==> src/rtl/i2crx_pkg.sv <==
package i2crx_pkg;
  typedef enum logic [1:0] {
    ST_IDLE = 2'd0,
    ST_LOW  = 2'd1,
    ST_HIGH = 2'd2
  } eng_st_t;
endpackage

==> src/rtl/i2crx_tick.sv <==
module i2crx_tick #(
  parameter int HALF_DIV = 4
) (
  input  logic clk,
  input  logic rst_n,
  input  logic en,
  output logic tick
);
  localparam int TW = $clog2(HALF_DIV) + 1;
  logic [TW-1:0] cnt;

  assign tick = en && (cnt == TW'(HALF_DIV - 1));

  always_ff @(posedge clk or negedge rst_n) begin
    if (!rst_n)    cnt <= '0;
    else if (!en)  cnt <= '0;
    else if (tick) cnt <= '0;
    else           cnt <= cnt + 1'b1;
  end
endmodule

==> src/rtl/i2crx_fifo.sv <==
module i2crx_fifo #(
  parameter int DW    = 8,
  parameter int DEPTH = 64
) (
  input  logic          clk,
  input  logic          rst_n,
  input  logic          push,
  input  logic [DW-1:0] push_data,
  input  logic          out_ready,
  output logic          out_valid,
  output logic [DW-1:0] out_data,
  output logic          empty,
  output logic          full
);
  localparam int PW = $clog2(DEPTH);
  logic [DW-1:0] mem [DEPTH];
  logic [PW:0]   wptr, rptr;
  logic          pop;

  assign empty     = (wptr == rptr);
  assign full      = (wptr[PW] != rptr[PW]) && (wptr[PW-1:0] == rptr[PW-1:0]);
  assign out_valid = !empty;
  assign out_data  = empty ? '0 : mem[rptr[PW-1:0]];
  assign pop       = out_ready && !empty;

  always_ff @(posedge clk) begin
    if (push && !full) mem[wptr[PW-1:0]] <= push_data;
  end

  always_ff @(posedge clk or negedge rst_n) begin
    if (!rst_n) begin
      wptr <= '0;
      rptr <= '0;
    end else begin
      if (push && !full) wptr <= wptr + 1'b1;
      if (pop)           rptr <= rptr + 1'b1;
    end
  end
endmodule

==> src/rtl/i2crx_engine.sv <==
module i2crx_engine
  import i2crx_pkg::*;
#(
  parameter int DW = 8,
  parameter int CW = 7
) (
  input  logic          clk,
  input  logic          rst_n,
  input  logic          start,
  input  logic [CW-1:0] count,
  input  logic          nak_last,
  input  logic          tick,
  input  logic          sda_i,
  input  logic          room,
  output logic          run,
  output logic          scl_o,
  output logic          sda_oe,
  output logic          push,
  output logic [DW-1:0] push_data,
  output logic          busy,
  output logic          done_q
);
  localparam logic [3:0] ACKBIT = 4'(DW);

  eng_st_t       st;
  logic [3:0]    bitn;
  logic [CW-1:0] rem;
  logic [DW-1:0] shreg;
  logic          nak_q, owned, last, stall;

  assign last      = (rem == CW'(1));
  assign stall     = (st == ST_LOW) && (bitn == 4'd0) && !room;
  assign run       = (st != ST_IDLE) && !stall;
  assign busy      = (st != ST_IDLE);
  assign scl_o     = !((st == ST_LOW) || ((st == ST_IDLE) && owned));
  assign sda_oe    = (st != ST_IDLE) && (bitn == ACKBIT) && !(last && nak_q);
  assign push      = (st == ST_HIGH) && tick && (bitn == ACKBIT);
  assign push_data = shreg;

  always_ff @(posedge clk or negedge rst_n) begin
    if (!rst_n) begin
      st     <= ST_IDLE;
      bitn   <= '0;
      rem    <= '0;
      shreg  <= '0;
      nak_q  <= 1'b0;
      owned  <= 1'b0;
      done_q <= 1'b0;
    end else begin
      done_q <= 1'b0;
      unique case (st)
        ST_IDLE: begin
          if (start) begin
            if (count == '0) begin
              done_q <= 1'b1;
            end else begin
              st    <= ST_LOW;
              bitn  <= '0;
              rem   <= count;
              nak_q <= nak_last;
              owned <= 1'b1;
            end
          end
        end
        ST_LOW: begin
          if (tick) begin
            st <= ST_HIGH;
            if (bitn != ACKBIT) shreg <= {shreg[DW-2:0], sda_i};
          end
        end
        ST_HIGH: begin
          if (tick) begin
            st <= ST_LOW;
            if (bitn == ACKBIT) begin
              bitn <= '0;
              rem  <= rem - 1'b1;
              if (last) begin
                st     <= ST_IDLE;
                done_q <= 1'b1;
              end
            end else begin
              bitn <= bitn + 1'b1;
            end
          end
        end
        default: st <= ST_IDLE;
      endcase
    end
  end
endmodule

==> src/rtl/i2crx_burst.sv <==
module i2crx_burst #(
  parameter int DW       = 8,
  parameter int DEPTH    = 64,
  parameter int HALF_DIV = 4
) (
  input  logic          clk,
  input  logic          rst_n,
  input  logic          cfg_wr,
  input  logic [7:0]    cfg_wdata,
  output logic          scl_o,
  output logic          sda_oe,
  input  logic          sda_i,
  output logic          rd_valid,
  input  logic          rd_ready,
  output logic [DW-1:0] rd_data,
  output logic          fifo_empty,
  output logic          busy,
  output logic          rd_done,
  input  logic          irq_en,
  output logic          irq
);
  localparam int CW = $clog2(DEPTH) + 1;

  logic [CW-1:0] raw_cnt, eff_cnt;
  logic          accept, w_tick, w_run, w_push, w_full, w_done;
  logic [DW-1:0] w_pdata;

  assign raw_cnt = cfg_wdata[CW-1:0];
  assign eff_cnt = (raw_cnt > CW'(DEPTH)) ? CW'(DEPTH) : raw_cnt;
  assign accept  = cfg_wr && !busy;
  assign irq     = rd_done && irq_en;

  i2crx_tick #(.HALF_DIV(HALF_DIV)) u_tick (
    .clk(clk), .rst_n(rst_n), .en(w_run), .tick(w_tick)
  );

  i2crx_engine #(.DW(DW), .CW(CW)) u_eng (
    .clk(clk), .rst_n(rst_n), .start(accept), .count(eff_cnt),
    .nak_last(cfg_wdata[7]), .tick(w_tick), .sda_i(sda_i), .room(!w_full),
    .run(w_run), .scl_o(scl_o), .sda_oe(sda_oe), .push(w_push),
    .push_data(w_pdata), .busy(busy), .done_q(w_done)
  );

  i2crx_fifo #(.DW(DW), .DEPTH(DEPTH)) u_fifo (
    .clk(clk), .rst_n(rst_n), .push(w_push), .push_data(w_pdata),
    .out_ready(rd_ready), .out_valid(rd_valid), .out_data(rd_data),
    .empty(fifo_empty), .full(w_full)
  );

  always_ff @(posedge clk or negedge rst_n) begin
    if (!rst_n)      rd_done <= 1'b0;
    else if (accept) rd_done <= 1'b0;
    else if (w_done) rd_done <= 1'b1;
  end
endmodule

==> config.mk <==
export PLATFORM = sky130hd
export DESIGN_NAME = i2crx_burst
export DESIGN_NICKNAME = d
export VERILOG_FILES = /design/src/rtl/i2crx_pkg.sv /design/src/rtl/i2crx_tick.sv /design/src/rtl/i2crx_fifo.sv /design/src/rtl/i2crx_engine.sv /design/src/rtl/i2crx_burst.sv
export SDC_FILE = /design/constraint.sdc
export NUM_CORES = 1
export LEC_CHECK = 0
export BUFFER_PORTS_ARGS = -buffer_cell sky130_fd_sc_hd__buf_2
export CORE_ASPECT_RATIO = 2
export CORE_MARGIN = 5
export CORE_UTILIZATION = 55
export CTS_BUF_LIST = sky130_fd_sc_hd__clkbuf_8
export CTS_CLUSTER_DIAMETER = 60
export DETAILED_ROUTE_END_ITERATION = 7
export PLACE_DENSITY = 0.82
export SETUP_SLACK_MARGIN = 0.02
export SYNTH_ARGS = -nofsm -noshare
export SYNTH_HDL_FRONTEND = slang
export SYNTH_SLANG_ARGS = --single-unit
==> constraint.sdc <==
create_clock -name clk -period 3.8 [get_ports clk]
set_input_delay 0.76 -clock clk [delete_from_list [all_inputs] [get_ports clk]]
set_output_delay 0.76 -clock clk [all_outputs]
set_load 0.02 [all_outputs]
==> impl_metrics.tcl <==
set metrics [dict create \
    syn_area_sq_um 22300 \
    route.detailed.drc 0 \
    fin_cells 1915 \
    critPathLaunchType "flip-flop" \
    h-tree-depth 3 \
    fillers 2484 \
    synthMuxAreaShare_pct 14.4 \
    io_buffer_count 28 \
    synth.area.top_cells "edfxtp_1 (69%), mux4_2 (11%), dfrtp_1 (4.7%), mux2i_1 (2.0%), nor2_1 (1.5%)" \
    avgViaCountPerCell 6.50 \
    grt_usage_pct 24.6 \
    totalWireLength_um 56400 \
    yosysSeqAreaShare_pct 73.6 \
    drt-wirelength-per-cell_um 29.5 \
    power.internal_w 0.00967 \
    stdcell_area_sq_um 25600 \
    die_height_um 295 \
    clock_sinks 554 \
    cts_buffers 68 \
    rsz0062_at_grt "yes" \
    synth_ff_type "edfxtp_1" \
    dpl_cell_area_sq_um 23500 \
    end_kind "output pin" \
    final_common_cell "edfxtp_1" \
    setup_viol 4 \
    finalNetCount 1349 \
    reg2reg_from "u_fifo.rptr[0]$_DFFE_PN0P_" \
    drv_slew 0 \
    synthXorXnorAreaFrac_pct 0.745 \
    run_status "finished, violations left" \
    synth_fa_ha_area_share_pct 0.392 \
    synth_top_area_cell "edfxtp_1" \
    dp_cells 1764 \
    mostFrequentLayoutCells "edfxtp_1 (512), mux4_2 (109), buf_4 (96), nor2_1 (89), clkbuf_8 (70)" \
    seqPwrFrac_pct 63.2 \
    rr_worst_depth 8 \
    synth_top_family_by_area "multiplexers" \
    combPwrFrac_pct 3.1 \
    worstSetupPathType "flip-flop to output pin" \
    ys_warn_count 0 \
    irDropWorstVdd_mv 0.701 \
    drv_cap 0 \
    slew_headroom_pct 12.4 \
    avgSynthCellArea_sq_um 18.8 \
    grt_pass1_vias 13039 \
    p_per_area_nw_per_um2 499 \
    area_growth_pct 14.7 \
    switchingPower_w 0.00311 \
    synth_top_cell_area_share_pct 68.9 \
    layout_setup_ws_ns -0.0615 \
    grt_max_degree 67 \
    core_sq_um 40200 \
    drive_gt1_share_pct 32.7 \
    power.leakage_nw 8.16 \
    hold_class "input pin to async pin" \
    overflow 0 \
    swShare_pct 24.4 \
    syn-num-nets 1209 \
    synthSimpleGateAreaFrac_pct 5.23 \
    skew_ns 0.0359 \
    period_needed_ns 3.86 \
    initial_core_util_pct 55.5 \
    drt-initial-drc-count 1740 \
    ys_types 66 \
    rows 104 \
    clkLatencyLatePin_ns 0.63 \
    startpoint "u_fifo.rptr[1]$_DFFE_PN0P_" \
    synth_edf_count 512 \
    tightest_slew_ns 1.31 \
    cts_root_buf "clkbuf_8" \
    syn-instance-count 1188 \
    post-route-period-util_pct 102 \
    grt_first_pass_wirelength_um 82100 \
    gp_congestion 0.912 \
    hold_viol 0 \
    tritoncts "done" \
    synth_compound_area_share_pct 3.71 \
    dr_total_vias 12452 \
    die_w_um 152 \
    regToRegSetupSlack_ns 0.42 \
    max_freq_mhz 259 \
    cts.clk_slew.worst_paths_ns 0.09 \
    crit_required_ns 3.04 \
    cts_max_path_buffers 3 \
    ys_ff_latch 554 \
    first_pass_iters 6 \
    async_flop_share_pct 7.58 \
    reg2reg_to "u_fifo.mem[12][7]$_DFFE_PP_" \
    power.share.clock_pct 33.7 \
    violations "negative setup slack" \
    crit_arrival_ns 3.10 \
    ant_nets 0 \
    antenna_found_initial 2 \
    worst-path-max-fanout 44 \
    hold_buffers 0 \
    io_pins 29 \
    die_area_sq_um 45000 \
    dp_hpwl_um 34700 \
]
==> layout make-up <==
type                       instances  area, sq um  area share, %
clock inverter                    55          407           1.59
tap                              530          663           2.59
antenna                            2         5.00         0.0195
clock buffer                      70          963           3.76
inverter                          12         45.0          0.176
timing repair buffer             143         1280           5.00
sequential                       554        16400           64.2
multi-input combinational        549         5790           22.6
==> cells by family after synthesis <==
group / Yosys count
buffers and inverters: 85
adders and majority gates: 7
muxes: 182
AOI/OAI and AO/OA: 112
xor gates and xnor gates: 19
and+or+nand+nor: 229
DFF: 554
==> how the worst max path moves through the flow <==
stage	slack (ns)	to	cells after the start
2_1_floorplan	0.74	rd_data[2]	8
3_3_place_gp	0.27	rd_data[4]	7
3_5_place_dp	0.21	rd_data[1]	7
4_1_cts	-0.009	rd_data[0]	10
5_1_grt	-0.10	rd_data[7]	7
6_report	-0.06	rd_data[7]	7
==> power groups by stage <==
| stage | logic (W) | registers [W] | clock network [W] |
|---|---|---|---|
| CTS | 0.000398 | 0.00806 | 0.00432 |
| floorplan | 0.000311 | 0.00782 | 0 |
| detailed placement | 0.000395 | 0.00820 | 0 |
| global placement | 0.000377 | 0.00814 | 0 |
| global route | 0.000445 | 0.00812 | 0.00463 |
| finish | 0.000396 | 0.00807 | 0.00431 |
==> cells in the mapped netlist (5+ instances only) <==
cell type / instances
inv_1: 12
nor3b_1: 5
a211oi_1: 8
nand3b_1: 9
ha_1: 7
a221oi_1: 8
mux2_2: 28
a22oi_1: 8
clkbuf_1: 33
o21ai_0: 19
nor3_1: 9
buf_6: 8
mux2i_1: 45
buf_2: 13
nor2_2: 8
nand2_1: 29
buf_4: 9
o22ai_1: 7
nand4_1: 7
edfxtp_1: 512
xor2_1: 5
nor2_1: 92
nand3_1: 21
buf_1: 9
a21oi_1: 13
dfrtp_1: 42
a22o_1: 5
mux4_2: 109
o221ai_1: 9
nor2b_1: 13
xnor2_1: 14
==> per-layer routing <==
layer	GRT usage (%)	routed length (um)	vias to the layer above
met3	4.50	4550	235
met1	26.6	17500	6273
li1	-	-	5075
met5	0	0	-
met4	16.0	4190	0
met2	44.4	30200	869
==> state kept, by name (all words and copies together), names as in the netlist <==
| name | count |
|---|---|
| u_eng.rem | 7 |
| u_fifo.mem | 512 |
| u_fifo.rptr | 7 |
| u_tick.cnt | 3 |
| u_fifo.wptr | 7 |
| u_eng.push_data | 8 |
| u_eng.done_q | 1 |
| rd_done | 1 |
| u_eng.owned | 1 |
| u_eng.bitn | 4 |
| u_eng.st | 2 |
| u_eng.nak_q | 1 |
==> per-stage QoR <==
stage	hold WS, ns	util [%]	setup WS [ns]	total power, W	TNS, ns
6_report	0.100	63.7	-0.0615	0.0128	-0.187
5_1_grt	0.124	63.7	-0.101	0.0132	-0.382
4_1_cts	0.110	63.0	-0.00944	0.0128	-0.0109
3_5_place_dp	0.450	58.5	0.214	0.00859	0
3_3_place_gp	0.429	58.5	0.270	0.00851	0
2_1_floorplan	0.419	-	0.744	0.00813	0
==> what timing repair did <==
item | CTS | global route
endpoints found under the setup margin | 8 | 8
hold endpoints to repair | 0 | 0
pin swaps | 9 | 7
resized for setup | 54 | 38
gates cloned | 3 | 1
buffers inserted | 12 | 8
==> critical path: stages, from the launching register on <==
cell and delay, ns:
dfrtp_4 0.58, buf_12 0.31, nand2_1 0.31, a211oi_1 0.47, a221oi_1 0.13, a221oi_2 0.32
o32ai_2 0.18, buf_4 0.19
Power figures use the tool's default switching activity.
